`src/rtl/stopctl_pkg.sv`:
```
package stopctl_pkg;

    parameter int unsigned REG_W = 8;

    localparam int unsigned POS_SEL    = 0;
    localparam int unsigned POS_EN     = 1;
    localparam int unsigned POS_ACK    = 2;
    localparam int unsigned POS_PART_F = 3;
    localparam int unsigned POS_FULL_F = 4;
    localparam int unsigned USED_BITS  = 5;

    typedef enum logic [1:0] {
        MODE_RETAIN  = 2'b00,
        MODE_FULL    = 2'b01,
        MODE_PARTIAL = 2'b10
    } stop_mode_e;

    typedef struct packed {
        logic en;
        logic sel;
    } ctrl_t;

    typedef struct packed {
        logic full;
        logic part;
    } flags_t;

    function automatic stop_mode_e decode_mode(ctrl_t c);
        if (!c.en) begin
            return MODE_RETAIN;
        end
        return c.sel ? MODE_PARTIAL : MODE_FULL;
    endfunction

endpackage

```
`src/rtl/stopctl_ctrl.sv`:
```
module stopctl_ctrl
    import stopctl_pkg::*;
(
    input  logic  clk,
    input  logic  rst,
    input  logic  wr_stb,
    input  ctrl_t wr_val,
    input  logic  reinit,
    output ctrl_t ctrl_q,
    output logic  lock_q
);

    always_ff @(posedge clk) begin
        if (rst || reinit) begin
            ctrl_q <= '0;
            lock_q <= 1'b0;
        end else if (wr_stb && !lock_q) begin
            ctrl_q <= wr_val;
            lock_q <= 1'b1;
        end
    end

endmodule

```
`src/rtl/stopctl_flags.sv`:
```
module stopctl_flags
    import stopctl_pkg::*;
(
    input  logic   clk,
    input  logic   rst,
    input  logic   ack,
    input  flags_t set_f,
    output flags_t flags_q
);

    flags_t keep;

    always_comb begin
        keep = ack ? flags_t'('0) : flags_q;
    end

    always_ff @(posedge clk) begin
        if (rst) begin
            flags_q <= '0;
        end else begin
            flags_q <= keep | set_f;
        end
    end

endmodule

```
`src/rtl/stopctl_seq.sv`:
```
module stopctl_seq
    import stopctl_pkg::*;
(
    input  logic       clk,
    input  logic       rst,
    input  logic       stop_req,
    input  logic       wake,
    input  stop_mode_e cur_mode,
    output logic       asleep_q,
    output flags_t     set_f,
    output logic       reinit
);

    stop_mode_e entered_q;
    logic       wake_ev;

    assign wake_ev = asleep_q && wake;

    always_comb begin
        set_f      = '0;
        set_f.full = wake_ev && (entered_q == MODE_FULL);
        set_f.part = wake_ev && (entered_q == MODE_PARTIAL);
        reinit     = set_f.full || set_f.part;
    end

    always_ff @(posedge clk) begin
        if (rst) begin
            asleep_q  <= 1'b0;
            entered_q <= MODE_RETAIN;
        end else if (!asleep_q && stop_req) begin
            asleep_q  <= 1'b1;
            entered_q <= cur_mode;
        end else if (wake_ev) begin
            asleep_q  <= 1'b0;
            entered_q <= MODE_RETAIN;
        end
    end

endmodule

```
`src/rtl/stopctl_reg.sv`:
```
module stopctl_reg
    import stopctl_pkg::*;
#(
    parameter int unsigned DATA_W = REG_W
) (
    input  logic              clk,
    input  logic              rst,
    input  logic              bus_wr,
    input  logic [DATA_W-1:0] bus_wdata,
    output logic [DATA_W-1:0] bus_rdata,
    input  logic              stop_req,
    input  logic              wake,
    output logic [1:0]        sel_mode,
    output logic              asleep
);

    ctrl_t      wr_val;
    ctrl_t      ctrl_q;
    logic       lock_q;
    flags_t     flags_q;
    flags_t     set_f;
    logic       reinit;
    logic       ack;
    stop_mode_e cur_mode;

    assign wr_val.en  = bus_wdata[POS_EN];
    assign wr_val.sel = bus_wdata[POS_SEL];
    assign ack        = bus_wr && bus_wdata[POS_ACK];
    assign cur_mode   = decode_mode(ctrl_q);
    assign sel_mode   = cur_mode;

    stopctl_ctrl u_ctrl (
        .clk    (clk),
        .rst    (rst),
        .wr_stb (bus_wr),
        .wr_val (wr_val),
        .reinit (reinit),
        .ctrl_q (ctrl_q),
        .lock_q (lock_q)
    );

    stopctl_flags u_flags (
        .clk     (clk),
        .rst     (rst),
        .ack     (ack),
        .set_f   (set_f),
        .flags_q (flags_q)
    );

    stopctl_seq u_seq (
        .clk      (clk),
        .rst      (rst),
        .stop_req (stop_req),
        .wake     (wake),
        .cur_mode (cur_mode),
        .asleep_q (asleep),
        .set_f    (set_f),
        .reinit   (reinit)
    );

    always_comb begin
        for (int i = 0; i < int'(DATA_W); i++) begin
            bus_rdata[i] = 1'b0;
        end
        bus_rdata[POS_SEL]    = ctrl_q.sel;
        bus_rdata[POS_EN]     = ctrl_q.en;
        bus_rdata[POS_PART_F] = flags_q.part;
        bus_rdata[POS_FULL_F] = flags_q.full;
    end

endmodule

```
`config.mk`:
```
export PLATFORM = sky130hd
export DESIGN_NAME = stopctl_reg
export DESIGN_NICKNAME = d
export VERILOG_FILES = /design/src/rtl/stopctl_pkg.sv /design/src/rtl/stopctl_ctrl.sv /design/src/rtl/stopctl_flags.sv /design/src/rtl/stopctl_seq.sv /design/src/rtl/stopctl_reg.sv
export SDC_FILE = /design/constraint.sdc
export NUM_CORES = 1
export LEC_CHECK = 0
export CAP_MARGIN = 15
export CORE_AREA = 2 2 39 41
export DETAILED_ROUTE_END_ITERATION = 10
export DIE_AREA = 0 0 41 43
export PLACE_DENSITY = 0.69
export SKIP_CTS_REPAIR_TIMING = 1
export SKIP_LAST_GASP = 1
export SLEW_MARGIN = 20
export SYNTH_ARGS = -nofsm -noshare
export SYNTH_HDL_FRONTEND = slang
export SYNTH_SLANG_ARGS = --single-unit
```
`constraint.sdc`:
```
create_clock -name clk -period 1.66 [get_ports clk]
set_input_delay 0.332 -clock clk [delete_from_list [all_inputs] [get_ports clk]]
set_output_delay 0.332 -clock clk [all_outputs]
set_load 0.005 [all_outputs]
```
==> Flow_metrics.wiki, run 1 <==
{| class="wikitable"
! Metric !! Value
|-
| Count of cell types in the netlist || 16
|-
| Port Buffer Count || 14
|-
| Starting density of the core || roughly a quarter
|-
| Max-Cap Viols || 0
|-
| DRC violations left || 0
|-
| Core area || ~0.0014 mm²
|-
| Die height || approximately 43 µm
|-
| Total detailed-routing wirelength || 669 µm
|-
| Vias in the first global route || roughly 270
|-
| Vias || around 330
|-
| Critical path type || reg -> out
|-
| DIE AREA || approximately 0.0018 mm²
|-
| Total area of multi-input combinational cells || approximately 180 µm²
|-
| Clock-pin slew reported for the worst setup and hold paths after clock tree synthesis || approximately 0.05 ns
|-
| Share of layout cells above drive strength 1 || about 8.6%
|-
| Xor and xnor area share after synthesis || approximately 2.4%
|-
| Final nets || 73
|-
| Cell area after synthesis || between 300 and 400 µm²
|-
| HPWL Detailed || between 500 and 600 µm
|-
| DRC violation total after the first TritonRoute iteration || 1
|-
| Required time at the worst-slack endpoint || between 1 and 1.5 ns
|-
| Arrival time at the worst endpoint || ~1.3 ns
|-
| Grt ovf || 0
|-
| Wire length per cell || between 9 and 10 µm
|-
| Clk sinks || 8
|-
| Fraction of the mapped netlist area in compound gates || around 12%
|-
| Critical path fanouts, max || 4
|-
| Critical-path cell list || nor2b_2 > clkdlybuf4s50_1
|-
| Multiplexer area fraction after synthesis || roughly 5.6%
|-
| Most frequently used flop master after synthesis || sky130_fd_sc_hd__dfxtp_1
|-
| TritonCTS clock tree || done
|-
| Area occupied by registers || about 160 µm²
|-
| Area grow syn2layout || 46.9%
|-
| Flip-flop and latch count after synthesis || 8
|-
| Fraction of registers with async set or reset after synthesis || 0%
|-
| Class of the most critical hold timing path || reg -> reg
|-
| Vias per cell || 4.43
|-
| Mapped Avg Cell Area || ~8.5 µm²
|-
| Sum of negative setup slack || 0 ns
|-
| Pwr Density || 771 mW/mm²
|-
| RSZ-0062 raised after global routing || true
|-
| Share of the synthesized area in the top cell type || around 45%
|-
| Yosys warnings || 0
|-
| Final setup slack of the worst path || ~0.05 ns
|-
| Minimum setup slack after placement || around 0.21 ns
|-
| Adder-Cell Fraction of Synth Area || 0%
|-
| Deepest level of the CTS H-tree || 1
|-
| Seq/Total Area, Yosys || about 45%
|-
| Worst R2R Setup Slack || 0.74 ns
|-
| Max-slew violations || 0
|-
| Number of setup violations in the final report || 0
|-
| CP peak stage delay || 0.51 ns
|-
| Result of the run || finished clean
|-
| All-Layer GR Usage || under 10%
|-
| Final cycle utilization of the critical path || between 90 and 100%
|-
| Final Hold Vio Count || 0
|-
| Maximum number of pins on one net before global-route repair || 8
|-
| Startpoint Class || flop
|-
| Root cell of the clock tree || sky130_fd_sc_hd__clkbuf_4
|-
| Buffer levels on the longest clock path || 2
|-
| EDFF count, synth || 0
|-
| DR pass1 iterations || 4
|-
| Worst path bufs/invs || 1
|-
| Maximum ir drop on the vdd rail || approximately 0.00044 V
|-
| CTS Buf Count || 3
|-
| Number of antenna violations at the first check in global routing || 0
|-
| Placed Instances || about 70
|-
| Total I/O pin count || 24
|-
| Fmax achieved || just over 600 MHz
|-
| Chip width || just over 40 µm
|-
| Top cell family by delay on the critical path || buffers and inverters
|-
| Cell count after synthesis || 42
|-
| List of most frequent post-synthesis cells || sky130_fd_sc_hd__dfxtp_1 (8), sky130_fd_sc_hd__nor2_1 (6), sky130_fd_sc_hd__a21oi_1 (5)
|-
| Tmin final || between 1.5 and 2 ns
|-
| Clock insertion delay at the later pin of the skew report || 0.24 ns
|-
| Critical path capture point type || output port
|-
| Simple-Gate Fraction of Synth Area || between 20% and 30%
|-
| Largest cells by area after synthesis || sky130_fd_sc_hd__dfxtp_1 (45%), sky130_fd_sc_hd__buf_4 (8.4%), sky130_fd_sc_hd__a21oi_1 (7.0%), sky130_fd_sc_hd__nor2_1 (6.3%), sky130_fd_sc_hd__mux2i_1 (5.6%)
|-
| Filler cell count || between 150 and 200
|-
| Wire length of the first global-routing pass || approximately 1100 µm
|-
| Final antenna diode count || 0
|-
| Cell type contributing the most total cell area after synthesis || sky130_fd_sc_hd__dfxtp_1
|-
| Pleak || between 0.2 and 0.25 nW
|-
| Worst clock skew on the final layout || slightly below 0.0009 ns
|-
| Residual antenna-violating net count after detailed routing || 0
|-
| Main combinational cell family by area after synthesis || simple AND/OR/NAND/NOR gates
|-
| # rows || 14
|-
| Routability cong. || around 0.75
|-
| Most repeated cell in the gate-level netlist after synthesis || sky130_fd_sc_hd__dfxtp_1
|-
| Cell with the largest stage delay on the worst path || sky130_fd_sc_hd__clkdlybuf4s50_1
|-
| Filler-free cell count of the finished design || 74
|}
report_power, final:
| group | internal, mW | switching (mW) |
|---|---|---|
| sequential | 0.200 | 0.00739 |
| clock | 0.0822 | 0.0579 |
| combinational | 0.0355 | 0.0221 |
| total | 0.318 | 0.0873 |
cell families (layout without fill, tap and decap cells):
logic type                after synthesis  after routing
and+or+nand+nor                        17             17
other                                   1              4
xor gates and xnor gates                1              1
muxes                                   2              2
buffers and inverters                   5             18
DFF                                     8              8
AOI/OAI and AO/OA                       8              8
final timing paths:
check / startpoint / to / depth (start not counted)
setup / recovery: u_ctrl.ctrl_q[1] / sel_mode[0] / 2
hold / removal: u_flags.flags_q[0] / u_flags.flags_q[0] / 2
setup reg to reg: u_seq.asleep_q / u_seq.entered_q[0] / 3
hold reg to reg: u_flags.flags_q[0] / u_flags.flags_q[0] / 2
layout by cell type, fill, tap and decap left out:
master,n
sky130_fd_sc_hd__a31o_1,1
sky130_fd_sc_hd__mux2i_1,2
sky130_fd_sc_hd__o21ai_0,2
sky130_fd_sc_hd__clkbuf_4,3
sky130_fd_sc_hd__nor2b_1,1
sky130_fd_sc_hd__nand2_1,3
sky130_fd_sc_hd__nor2_1,6
sky130_fd_sc_hd__and2b_1,1
sky130_fd_sc_hd__nor2b_2,1
sky130_fd_sc_hd__conb_1,4
sky130_fd_sc_hd__inv_1,1
sky130_fd_sc_hd__nand3_1,2
sky130_fd_sc_hd__dfxtp_1,7
sky130_fd_sc_hd__nand4b_1,2
sky130_fd_sc_hd__a21oi_1,5
sky130_fd_sc_hd__and2_1,1
sky130_fd_sc_hd__xor2_1,1
sky130_fd_sc_hd__clkdlybuf4s50_1,14
sky130_fd_sc_hd__dfxtp_2,1
area by class of cell:
cell class	count	share of cell area [%]
clock buffers	3	4.29
inverters	1	0.714
multi-input cells	32	33.8
flip-flops and latches	8	30.7
well taps	16	3.81
repair buffers	14	26.7
worst register-to-register path: cells and delay by family (launching register included):
| family | cells | cell delay (ns) |
|---|---|---|
| AND/OR/NAND/NOR | 1 | 0.21 |
| flip-flops | 1 | 0.36 |
| AO/OA/AOI/OAI | 2 | 0.24 |
flip-flops by register name (all words and copies together), names as in the netlist:
register         cells
u_ctrl.ctrl_q        2
u_flags.flags_q      2
u_seq.entered_q      2
u_ctrl.lock_q        1
u_seq.asleep_q       1
routing by layer:
metal / GRT usage [%] / wire length, µm / part of all wire, %
met5: 0 / 0 / 0
met4: 4.00 / 0 / 0
met3: 6.28 / 53 / 7.9
met2: 12.2 / 302 / 45
met1: 11.7 / 313 / 47
through the flow:
stage	power (mW)	area, µm²	util [%]	hold WS (ns)
after floorplan	0.238	369	-	0.401
after global placement	0.268	499	36.1	0.443
after detailed placement	0.268	499	36.1	0.455
after CTS	0.414	522	37.7	0.462
after global routing	0.434	526	38.0	0.482
final	0.405	526	38.0	0.454
Power figures use the tool's default switching activity.
==> run 2: changes to the inputs <==
==> constraint.sdc (replaced) <==
create_clock -name clk -period 1.6 [get_ports clk]
set_input_delay 0.32 -clock clk [delete_from_list [all_inputs] [get_ports clk]]
set_output_delay 0.32 -clock clk [all_outputs]
set_load 0.005 [all_outputs]
==> run 2 against run 1 <==
Against the previous run:
- critical path depth unchanged
- worst hold slack got worse by 0.0061 ns
- critical path type unchanged
- highest routed layer unchanged
- routed wire length increased by 9.9%
==> Flow_metrics.wiki, run 2 (synthesis gave the netlist of run 1 again) <==
{| class="wikitable"
! Metric !! Value
|-
| Result of the run || finished clean
|-
| Final antenna diode count || 0 (unchanged)
|-
| Clock-pin slew reported for the worst setup and hold paths after clock tree synthesis || 0.06 ns (about the same)
|-
| Proportion of power drawn by combinational gates || 14.3% (about the same)
|-
| Share of layout cells above drive strength 1 || 13.6% (+4.9 points)
|-
| Total Power || 0.433 mW (+7.0%)
|-
| Core area || 0.00138 mm² (unchanged)
|-
| Grt ovf || 0 (unchanged)
|-
| Number of setup violations in the final report || 0 (unchanged)
|-
| Buffer levels on the longest clock path || 2 (unchanged)
|-
| Int Pwr || 0.332 mW (+4.6%)
|-
| Filler cell count || 164 (+0.61%)
|-
| Clk sinks || 8 (unchanged)
|-
| Tmin final || ~1.6 ns
|-
| Critical path capture point type || output port
|-
| Maximum ir drop on the vdd rail || 0.000295 V (-33%)
|-
| DRC violations left || 0 (unchanged)
|-
| Max-Cap Viols || 0 (unchanged)
|-
| DR pass1 iterations || 2 (-2)
|-
| Port Buffer Count || 14 (unchanged)
|-
| Largest registers ranked by flip-flop count || u_ctrl.ctrl_q: 2 flops, u_flags.flags_q: 2 flops, u_seq.entered_q: 2 flops
|-
| Part of the total power dissipated in sequential elements || 49.9% (-1.3 points)
|-
| Critical path type || reg -> out
|-
| End-of-flow core utilization || 38.9% (+0.90 points)
|-
| Root cell of the clock tree || sky130_fd_sc_hd__clkbuf_4
|-
| RSZ-0062 raised after global routing || true
|-
| Number of antenna violations at the first check in global routing || 0 (unchanged)
|-
| Wire length of the first global-routing pass || 1230 µm (+14%)
|-
| DRC violation total after the first TritonRoute iteration || 4 (+3)
|-
| Worst clock skew on the final layout || 0.00379 ns (+0.00291 ns)
|-
| Starting density of the core || 25.9% (unchanged)
|-
| All-Layer GR Usage || 10.6% (+1.2 points)
|-
| Clock insertion delay at the later pin of the skew report || 0.25 ns (about the same)
|-
| Chip width || 41 µm (unchanged)
|-
| Most frequent standard cell in the layout excluding fill and tap cells || sky130_fd_sc_hd__clkdlybuf4s50_1
|-
| Pwr Density || 806 mW/mm² (+4.5%)
|-
| # rows || 14 (unchanged)
|-
| CTS Buf Count || 3 (unchanged)
|-
| Area grow syn2layout || 50.3%
|-
| Required time at the worst-slack endpoint || 1.28 ns (-0.05 ns)
|-
| HPWL Detailed || 527 µm (+0.27%)
|-
| Switching Fraction || 23.3% (+1.8 points)
|-
| Routability cong. || 0.774 (+3.0%)
|-
| Max-slew violations || 0 (unchanged)
|-
| Final cycle utilization of the critical path || around 99%
|-
| Vias per cell || 4.41 (-0.43%)
|-
| Critical Path Source || u_ctrl.ctrl_q[1]
|-
| Pleak || 0.230 nW (+12%)
|-
| Die height || 43 µm (unchanged)
|-
| Maximum number of pins on one net before global-route repair || 8 (unchanged)
|-
| Arrival time at the worst endpoint || 1.26 ns (-0.02 ns)
|-
| Number of instances on the worst hold path || 2 (unchanged)
|-
| Final nets || 74 (+1.4%)
|-
| Startpoint Class || flop
|-
| Filler-free cell count of the finished design || 75 (+1.4%)
|-
| Count of cells along the worst register-to-register path || 3 (unchanged)
|-
| Class of the most critical hold timing path || reg -> reg
|-
| Residual antenna-violating net count after detailed routing || 0 (unchanged)
|-
| Placed Instances || 72 (+1.4%)
|-
| Total I/O pin count || 24 (unchanged)
|-
| Start point of the worst min-delay path || u_flags.flags_q[0]
|-
| Vias in the first global route || 317 (+17%)
|-
| Power spent charging and discharging nets || 0.101 mW (+16%)
|-
| Critical path fanouts, max || 4 (unchanged)
|-
| Total detailed-routing wirelength || 735 µm (+9.9%)
|-
| Clock share of power || 35.9% (+1.3 points)
|-
| Deepest level of the CTS H-tree || 1 (unchanged)
|-
| Wire length per cell || 9.80 µm (+8.4%)
|-
| TritonCTS clock tree || done
|-
| Fmax achieved || about 630 MHz
|-
| Final Hold Vio Count || 0 (unchanged)
|-
| Leading cell types in the layout, fill and taps excluded || sky130_fd_sc_hd__clkdlybuf4s50_1 (13), sky130_fd_sc_hd__nor2_1 (6), sky130_fd_sc_hd__a21oi_1 (5), sky130_fd_sc_hd__dfxtp_1 (5), sky130_fd_sc_hd__conb_1 (4)
|-
| Vias || 331 (+0.91%)
|-
| Reg2Reg Launch Point || u_seq.entered_q[0]
|-
| DIE AREA || 0.00176 mm² (unchanged)
|}
-- run 2: cell count changes in the layout (fill, tap and decap cells not counted), sizes merged --
cell,delta
dlymetal6s2s,+1
clkdlybuf4s50,-1
buf,+1
-- run 2: worst paths after layout --
check / endpoint / slack [ns]
max: sel_mode[0] / 0.02
min reg2reg: u_flags.flags_q[0] / 0.45
max reg2reg: u_ctrl.ctrl_q[0] / 0.67
min: u_flags.flags_q[0] / 0.45
-- run 2: layer usage --
layer / share of wire (%) / GRT usage [%] / vias to the layer above
li1: - / - / 168
met1: 44 / 11.7 / 149
met2: 44 / 15.0 / 14
met3: 11 / 9.42 / 0
met4: 0 / 2.00 / 0
met5: 0 / 0 / -
-- run 2: area by class of cell --
type                    instances  area (µm²)  area share (%)
clock buffers                   3        22.5            4.19
multi-input cells              32         178            33.0
inverters                       1        3.75           0.698
repair buffers                 15         150            27.9
flip-flops and latches          8         164            30.5
well taps                      16        20.0            3.72
-- run 2: per-stage QoR --
stage / TNS (ns) / hold slack, ns / setup WS [ns] / instance area [µm²]
finish: 0 / 0.448 / 0.0205 / 538
floorplan: 0 / 0.389 / 0.730 / 369
global route: -0.0429 / 0.475 / -0.0429 / 538
detailed placement: 0 / 0.444 / 0.149 / 507
global placement: 0 / 0.441 / 0.146 / 507
CTS: -0.106 / 0.451 / -0.0801 / 529
-- run 2: critical path, cell delays in order (launching register included) --
cell	delay (ns)
sky130_fd_sc_hd__dfxtp_2	0.34
sky130_fd_sc_hd__nor2b_2	0.16
sky130_fd_sc_hd__clkdlybuf4s50_1	0.51
-- run 2: power by group through the flow --
stage / logic [mW] / registers (mW) / clock network [mW]
3_5_place_dp: 0.0612 / 0.219 / 0
6_report: 0.0618 / 0.216 / 0.156
5_1_grt: 0.0683 / 0.218 / 0.179
4_1_cts: 0.0618 / 0.215 / 0.164
2_1_floorplan: 0.0290 / 0.218 / 0
3_3_place_gp: 0.0612 / 0.219 / 0
